[src/rtl/sgi_dispatch.sv]
module sgi_dispatch #(
  parameter int NCPU = 4,
  parameter int NSGI = 16
) (
  input  logic                           clk,
  input  logic                           rst_n,
  input  logic                           wr_en,
  input  logic [31:0]                    wr_data,
  input  logic [((NCPU>1)?$clog2(NCPU):1)-1:0] req_id,
  input  logic [NCPU-1:0]                cpu_en,
  output logic [NSGI*8*NCPU-1:0]         pend
);
  localparam int LANE = 8;
  localparam int WW   = LANE * NCPU;
  localparam int IDW  = (NSGI > 1) ? $clog2(NSGI) : 1;

  logic [NSGI-1:0][WW-1:0] pend_q;
  logic [IDW-1:0]  sgi_id;
  logic [1:0]      filt;
  logic [NCPU-1:0] listv, self_oh, sel;
  logic            unused_ok;

  assign sgi_id    = wr_data[IDW-1:0];
  assign filt      = wr_data[25:24];
  assign listv     = wr_data[16 +: NCPU];
  assign self_oh   = {{(NCPU-1){1'b0}}, 1'b1} << req_id;
  assign unused_ok = &{1'b0, wr_data};

  always_comb begin
    case (filt)
      2'd0:    sel = listv;
      2'd1:    sel = ~self_oh;
      2'd2:    sel = self_oh;
      default: sel = '0;
    endcase
    sel = sel & cpu_en;
  end

  always_ff @(posedge clk) begin
    if (!rst_n)
      pend_q <= '0;
    else if (wr_en)
      pend_q[sgi_id][req_id*LANE +: NCPU] <= pend_q[sgi_id][req_id*LANE +: NCPU] | sel;
  end

  assign pend = pend_q;

  a_r2_idle_hold: assert property (@(posedge clk) disable iff (!rst_n)
    !wr_en |=> $stable(pend_q));

  a_r7_reserved_filter: assert property (@(posedge clk) disable iff (!rst_n)
    (wr_en && filt == 2'd3) |=> $stable(pend_q));

  a_r8_self_disabled: assert property (@(posedge clk) disable iff (!rst_n)
    (wr_en && filt == 2'd2 && !cpu_en[req_id]) |=> $stable(pend_q));

  a_r6_self_set: assert property (@(posedge clk) disable iff (!rst_n)
    (wr_en && filt == 2'd2 && cpu_en[req_id])
      |=> pend_q[$past(sgi_id)][$past(req_id)*LANE + $past(req_id)]);

  a_r10_no_clear: assert property (@(posedge clk) disable iff (!rst_n)
    (pend_q & $past(pend_q)) == $past(pend_q));
endmodule

[config.mk]
export PLATFORM = sky130hd
export DESIGN_NAME = sgi_dispatch
export DESIGN_NICKNAME = d
export VERILOG_FILES = /design/src/rtl/sgi_dispatch.sv
export SDC_FILE = /design/constraint.sdc
export NUM_CORES = 1
export LEC_CHECK = 0
export ABC_AREA = 1
export BUFFER_PORTS_ARGS = -buffer_cell sky130_fd_sc_hd__buf_2
export CAP_MARGIN = 20
export CORE_AREA = 2 2 214 216
export DETAILED_ROUTE_END_ITERATION = 16
export DIE_AREA = 0 0 216 218
export SLEW_MARGIN = 20
export SYNTH_ARGS = -nofsm -noshare
export SYNTH_HDL_FRONTEND = slang
export SYNTH_SLANG_ARGS = --single-unit
[constraint.sdc]
create_clock -name clk -period 2.8 [get_ports clk]
set_input_delay 0.14 -clock clk [delete_from_list [all_inputs] [get_ports clk]]
set_output_delay 0.14 -clock clk [all_outputs]
set_load 0.1 [all_outputs]
# Yosys cells after proc, flatten, opt, wreduce, memory -nomap -nowiden
# Index checks and enable logic that the tools add are counted.
# Widths: inputs -> output; s select.
word_totals:
  regBits: 512
  inputBits: 41
  output_inout_bits: 512
  word_cells: 36
classes:
  n_addsub: 1
  n_lt_le_gt_ge: 2
  eq_ne: 2
  n_shift: 4
  mux: 6
  n_bitwise: 3
  reduce_logical: 2
ops:
  columns: ["cell", "n"]
  rows:
  - ["$bwmux 512", 1]
  - ["$bmux 32 s4", 1]
  - ["$demux 32 s4", 1]
  - ["$mux 32", 2]
  - ["$neg 5->34", 1]
  - ["$shift 4x34->32 const A", 1]
  - ["$shiftx 4x34->32", 1]
  - ["$shiftx 32x6->4", 1]
  - ["$pmux 4 s3", 1]
  - ["$lt 4x5->1 const B", 1]
  - ["$and 4x4->4", 1]
  - ["$ge 4x1->1 const B", 1]
  - ["$not 4->4", 1]
  - ["$or 4x4->4", 1]
  - ["$shl 1x2->4 const A", 1]
  - ["$eq 2x1->1 const B", 1]
  - ["$eq 2x2->1 const B", 1]
  - ["$logic_not 2->1", 1]
  - ["$logic_and 1x1->1", 1]

# Longest topological paths before layout
# Gate-level depths: netlist (run 1).
logic_depth:
  ltp_word: 7
  depth_mapped: 16
  ltp_nobuf: 13

# Worst setup path after synthesis (run 1)
# OpenSTA, ideal clock, no wires.
synth_path:
  path_type: "input-to-reg"
  start: "input req_id[0] in the netlist's numbering"
  end: "register pend_q, in the netlist pend[112]"
  setup_ps: 71
  arrival_ps: 2121
  required_ps: 2729
  slack_ps: 608
  stages: 8
  path_buffers: 2
  path_cell_list: "buf_2 > clkinv_1 > ha_1 > inv_1 > nor2_1 > nand3_2 > buf_2 > a21oi_1"
synth_between:
  elab_chain_cells: 7
  word_cells_on_any_way: 12
  classes_between: "add/sub: 1; shift: 4; mux: 4; bitwise: 3"
synth_rtl:
  columns: ["item", "line_no", "rtl"]
  rows:
  - ["start, declared", "9", "input logic [((NCPU>1)?$clog2(NCPU):1)-1:0] req_id,"]
  - ["branches (longest 6 deep; another with $neg 5->34)", null, null]
  - ["$bwmux 512 (*)", "43", "pend_q[sgi_id][req_id*LANE +: NCPU] <= pend_q[sgi_id][req_id*LANE +: NCPU] | sel;"]
  - ["end signal, assigned by index", "43", null]
  - ["end, declared", "17", "logic [NSGI-1:0][WW-1:0] pend_q;"]
# Every way passes the cells marked *.
# A chain may end at the register's enable or synchronous reset.

# Final worst setup path (run 1)
layout_path:
  start: "register pend_q, in the netlist pend[169]"
  end: "register pend_q, in the netlist pend[385]"
layout_between:
  elab_chain_cells: 6
layout_rtl:
  columns: ["item", "line_no"]
  rows:
  - ["$bmux 32 s4", "43"]
  - ["$mux 32 (not written as such)", "43"]
  - ["$shiftx 32x6->4", "43"]
  - ["$or 4x4->4", "43"]
  - ["$shiftx 4x34->32", "43"]
  - ["$bwmux 512", "43"]
# No other way between the ends. The select of a mux whose other input is x is not followed.

==> results.cfg, run 1 <==
[run_status]
outcome = finished, final reports clean

[layout]
largest_reg_flops = 256
mostFrequentLayoutCells = 547 x nand2_1, 273 x buf_2, 272 x a21oi_1
area_growth_pct = 16.0
nets = 2173
final_core_util_pct = 34.3
fillerInstances = 4818
drive_above_1_share_pct = 17.8
final_common_cell = nand2_1
stdcell_count = 2747

[floorplanning]
dieWidth_um = 216
floorplan.die_area_um2 = 47100
coreArea_um2 = 44900
start_util_pct = 29.5
fp-row-count = 78
die_h_um = 218
ioPinCount = 553

[timing]
rsz0062_at_grt = false
period_share_pct = 76.2
finClkSkew_ns = 0.0109
setup_tns_ns = 0
setup_viol_count_final = 0
hold_slack_ns = 0.205
hold_viol = 0
maxSlewViolCount = 0
timing.fmax_ghz = 0.469
slew-limit-headroom_pct = 49.9
tightest_slew_ns = 0.750
min_period_ns = 2.13

[critical_path]
worst_ep_arrival_time_ns = 2.54
critPathLaunchType = flip-flop
path_buf_inv = 0
path_common_cell = nand2_1
path_cells = nand2_1, nand2_1, nand2_1, nand3_1, a21oi_1, nand2_1, nand3_1, nand3_2, nand2_2, a21oi_1
worstSetupPathType = flip-flop to flip-flop
cp_slowest_stage_delay_ns = 0.45
critPathMaxFanout = 16
r2r_end = pend[385]
endpoint_kind = flip-flop
r2r-start = pend[169]
worstPathRequired_ns = 3.21
r2r_setup_slack_ns = 0.67
cp_top_family = simple AND/OR/NAND/NOR gates
crit_path_top_delay_cell = nand2_2
reg2reg_depth = 10

[clock_tree]
post_cts_buffers = 0
clock_path_buffers = 3
cts_tree = yes
cts_max_level = 1
clock-sinks = 256
clk_pin_slew_ns = 0.06
hold_buffers = 0
cts_inserted_buffers = 28
cts_resized = 0
clk_latency_ns = 0.56
cts_root_buffer = clkbuf_16

[detailed_routing]
drt_wl_total_mm = 51.3
wl_per_cell_um = 18.7
drt_first_pass_iters = 6
drtIter0Drc = 1166
drc = 0
ant_nets = 0
routed_via_density = 4.75
vias = 13045

[placement]
io_buffers = 274
place_congestion = 0.877
dp_cells = 2694
dpl.hpwl_mm = 38.2

[worst_hold_path]
worstHoldPathCells = 3
holdCritStartpoint = rst_n
hp-class = input pin to flip-flop
holdPathEnd = pend[97]

[pwr]
p_per_area_nw_per_um2 = 652
seq_power_share_pct = 36.8
power.internal_mw = 6.34
swShare_pct = 36.8
max-vdd-ir-drop_mv = 0.637
leakage_nw = 7.70
pwr-share-comb_pct = 22.2
p_clk_share_pct = 41.0
switchingPower_mw = 3.69
finalPower_mw = 10.0

[grt]
grt_overflow = 0
track_usage_pct = 20.3
grt_max_degree = 81
grt_pass1_wl_mm = 73.3
antenna_found_initial = 1
grt_pass1_vias = 11202

[logic_synthesis]
synth_edf_count = 0
synth-async-reset-ratio_pct = 0
synth.distinct_cells = 25
yosysWarningCount = 0
netlist_area_um2 = 13300
avgSynthCellArea_um2 = 7.05
seq_area_frac_synth_pct = 38.7
ys_seq_elements = 256
synth_ff_type = dfxtp_1
syn_inst = 1880

[job]
cap_violations = 0
-- worst max-delay path by stage --
stage / slack (ns) / cells after the start / to / start
6_report: 0.67 / 10 / pend[385] / pend[169]
5_1_grt: 0.53 / 12 / pend[210] / pend[322]
4_1_cts: 0.70 / 12 / pend[48] / pend[320]
3_5_place_dp: 0.23 / 7 / pend[371] / req_id[1]
3_3_place_gp: 0.29 / 14 / pend[16] / wr_data[0]
2_1_floorplan: 0.61 / 8 / pend[112] / req_id[0]
-- cell usage after synthesis (2+ instances only) --
cell | n | area [um2]
a21oi_1 | 272 | 1360
buf_1 | 7 | 26.3
buf_2 | 34 | 170
buf_4 | 266 | 2000
clkbuf_1 | 40 | 150
clkinv_1 | 2 | 7.51
dfxtp_1 | 256 | 5120
ha_1 | 8 | 100
inv_1 | 8 | 30.0
inv_2 | 3 | 11.3
nand2_1 | 547 | 2050
nand2_2 | 3 | 18.8
nand3_1 | 28 | 140
nand3_2 | 8 | 80.1
nand4_1 | 4 | 25.0
nand4_2 | 2 | 25.0
nand4_4 | 6 | 128
nor2_1 | 116 | 435
nor2_2 | 2 | 12.5
o211ai_1 | 4 | 30.0
o21ai_0 | 260 | 1300
-- cell type report --
class	instances	area (um2)	share of cell area (%)
multi-input combinational	1519	6690	43.5
antenna	1	2.50	0.0163
sequential	256	5120	33.3
tap	600	751	4.88
clock buffer	39	833	5.42
inverter	13	48.8	0.317
clock inverter	13	200	1.30
timing repair buffer	306	1730	11.2
-- layer usage --
| metal | track usage (%) | routed length (um) |
|---|---|---|
| met5 | 0 | 0 |
| met4 | 7.47 | 1840 |
| met3 | 4.64 | 4670 |
| met2 | 32.2 | 23300 |
| met1 | 27.1 | 21400 |
-- worst min-delay path, stage by stage --
cell and delay, ns:
buf_4 0.34, o21ai_0 0.17, a21oi_1 0.05
-- power by group through the flow --
stage | Sequential (mW) | Clock (mW) | Combinational (mW)
floorplan | 3.96 | 0 | 2.07
global placement | 3.77 | 0 | 2.21
detailed placement | 3.77 | 0 | 2.22
CTS | 3.69 | 4.16 | 2.22
global route | 3.69 | 4.31 | 2.29
finish | 3.69 | 4.11 | 2.23
-- logic make-up (layout without fill, tap and decap cells) --
kind of cell,count (synthesis),in the layout,share of synthesized area (%)
AND/OR/NAND/NOR,719,719,22.2
flip-flops,256,256,38.7
buffers and inverters,360,371,18.0
AO/OA/AOI/OAI,536,536,20.3
other,1,257,0.0283
adder cells (fa/ha/maj),8,8,0.755
-- per-stage QoR --
| stage | setup slack (ns) | area, um2 |
|---|---|---|
| after floorplan | 0.608 | 14200 |
| after global placement | 0.287 | 14300 |
| after detailed placement | 0.228 | 14300 |
| after CTS | 0.696 | 15400 |
| after global routing | 0.530 | 15400 |
| final | 0.666 | 15400 |
No activity file was read; power rests on OpenSTA's default activity.
==> run 2: changes to the inputs <==
==> constraint.sdc (replaced) <==
create_clock -name clk -period 1.8 [get_ports clk]
set_input_delay 0.09 -clock clk [delete_from_list [all_inputs] [get_ports clk]]
set_output_delay 0.09 -clock clk [all_outputs]
set_load 0.1 [all_outputs]
==> results.cfg, run 2 (synthesis gave the netlist of run 1 again) <==
[pwr]
p_per_area_nw_per_um2 = 871
max-vdd-ir-drop_mv = 0.757
leakage_nw = 8.92

[critical_path]
path_cells = nand2_1, nand2_1, nand2_1, nand2_1, nand2_1, nand2_1, nor2_1, nand2_1, nand3_2, nand3_4, nand4_4, clkbuf_16, a21oi_2
reg2reg_depth = 13
r2r_end = pend[216]
critPathMaxFanout = 8
cp_top_family = simple AND/OR/NAND/NOR gates
worstSetupPathType = flip-flop to flip-flop
path_common_cell = nand2_1
r2r_setup_slack_ns = 0.07
critPathLaunchType = flip-flop
worst_ep_arrival_time_ns = 2.16
cp_slowest_stage_delay_ns = 0.35
path_buf_inv = 1
endpoint_kind = flip-flop
r2r-start = pend[336]
crit_path_top_delay_cell = dfxtp_4
worstPathRequired_ns = 2.22

[placement]
placed_area_um2 = 16500
dp_cells = 2859
dpl.hpwl_mm = 40.6
io_buffers = 274
place_congestion = 0.871
place_ws_ns = -0.403

[floorplanning]
ioPinCount = 553
coreArea_um2 = 44900
die_h_um = 218
fp-row-count = 78
floorplan.die_area_um2 = 47100
dieWidth_um = 216
start_util_pct = 29.5

[worst_hold_path]
worstHoldPathCells = 4
hp-class = input pin to flip-flop
holdCritStartpoint = rst_n
holdPathEnd = pend[313]

[run_status]
outcome = finished, final reports clean

[clock_tree]
cts_inserted_buffers = 26
cts_tree = yes
clk_latency_ns = 0.55
clock-sinks = 256
clk_pin_slew_ns = 0.07
clock_path_buffers = 3
hold_buffers = 0
cts_max_level = 1
cts_root_buffer = clkbuf_16

[detailed_routing]
wl_per_cell_um = 18.4
ant_nets = 0
drtIter0Drc = 1186
drt_first_pass_iters = 7
vias = 13723
routed_via_density = 4.71
drc = 0
drt_wl_total_mm = 53.5

[layout]
stdcell_count = 2915
drive_above_1_share_pct = 36.7
area_growth_pct = 34.5
nets = 2342
final_common_cell = nand2_1
final_area_um2 = 17800
fillerInstances = 4627
mostFrequentLayoutCells = 536 x nand2_1, 273 x buf_2, 260 x o21ai_0
largest_reg_flops = 256

[job]
cap_violations = 0

[grt]
track_usage_pct = 21.2
grt_max_degree = 130
grt_pass1_wl_mm = 76.3
grt_overflow = 0
antenna_found_initial = 3
grt_pass1_vias = 12225

[timing]
hold_slack_ns = 0.0405
rsz0062_at_grt = true
hold_viol = 0
setup_viol_count_final = 0
slew-limit-headroom_pct = 58.9
tightest_slew_ns = 0.621
worst_slack_ns = 0.0654
min_period_ns = 1.73
period_share_pct = 96.4
timing.fmax_ghz = 0.577
maxSlewViolCount = 0
finClkSkew_ns = 0.0179
## run 2: layout make-up
cell class / count / area, um2 / area share, %
Tap cell: 600 / 751 / 4.21
Multi-Input combinational cell: 1519 / 6920 / 38.8
Inverter: 13 / 50.0 / 0.281
Clock inverter: 7 / 115 / 0.646
Antenna cell: 2 / 5.00 / 0.0281
Sequential cell: 256 / 5770 / 32.3
Clock buffer: 41 / 896 / 5.02
Timing Repair Buffer: 477 / 3320 / 18.6
## run 2: report_power, final
part | internal (mW) | switching (mW)
Combinational | 0.393 | 3.31
Clock | 3.86 | 2.39
Sequential | 5.53 | 0.0407
Total | 9.78 | 5.74
## run 2: worst max path at each step
stage                     startpoint         to  slack (ns)  depth (start not counted)
after floorplan            pend[168]  pend[104]       0.004                         11
after global placement    wr_data[0]  pend[418]       -0.36                         17
after detailed placement  wr_data[0]  pend[450]       -0.40                         17
after CTS                  pend[257]  pend[433]        0.02                         13
after global routing       pend[152]  pend[216]       -0.03                         13
final                      pend[336]  pend[216]        0.07                         13
## run 2: metrics by stage
step / TNS, ns / power [mW] / util (%)
after floorplan: 0 / 9.22 / -
after global placement: -66.53 / 9.31 / 36.8
after detailed placement: -75.10 / 9.33 / 36.8
after CTS: 0 / 15.5 / 39.1
after global routing: -0.278 / 15.9 / 39.7
final: 0 / 15.5 / 39.7
## run 2: repair_timing
action,in CTS,in global routing
resized for setup,4,48
cloned,0,2
buffers inserted,0,4
setup endpoints to repair,64,256
pin swaps,0,13
## run 2: tightest hold or removal path: stages
cell,delay (ns)
buf_4,0.14
buf_12,0.17
o21ai_0,0.10
a21oi_1,0.04
## run 2: routing by layer
layer,global-route usage (%),part of all wire (%),vias to the layer above
met5,0,0.022,-
met4,8.63,3.9,2
met3,3.08,6.9,100
met2,34.9,47,665
met1,27.7,43,6384
li1,-,-,6572
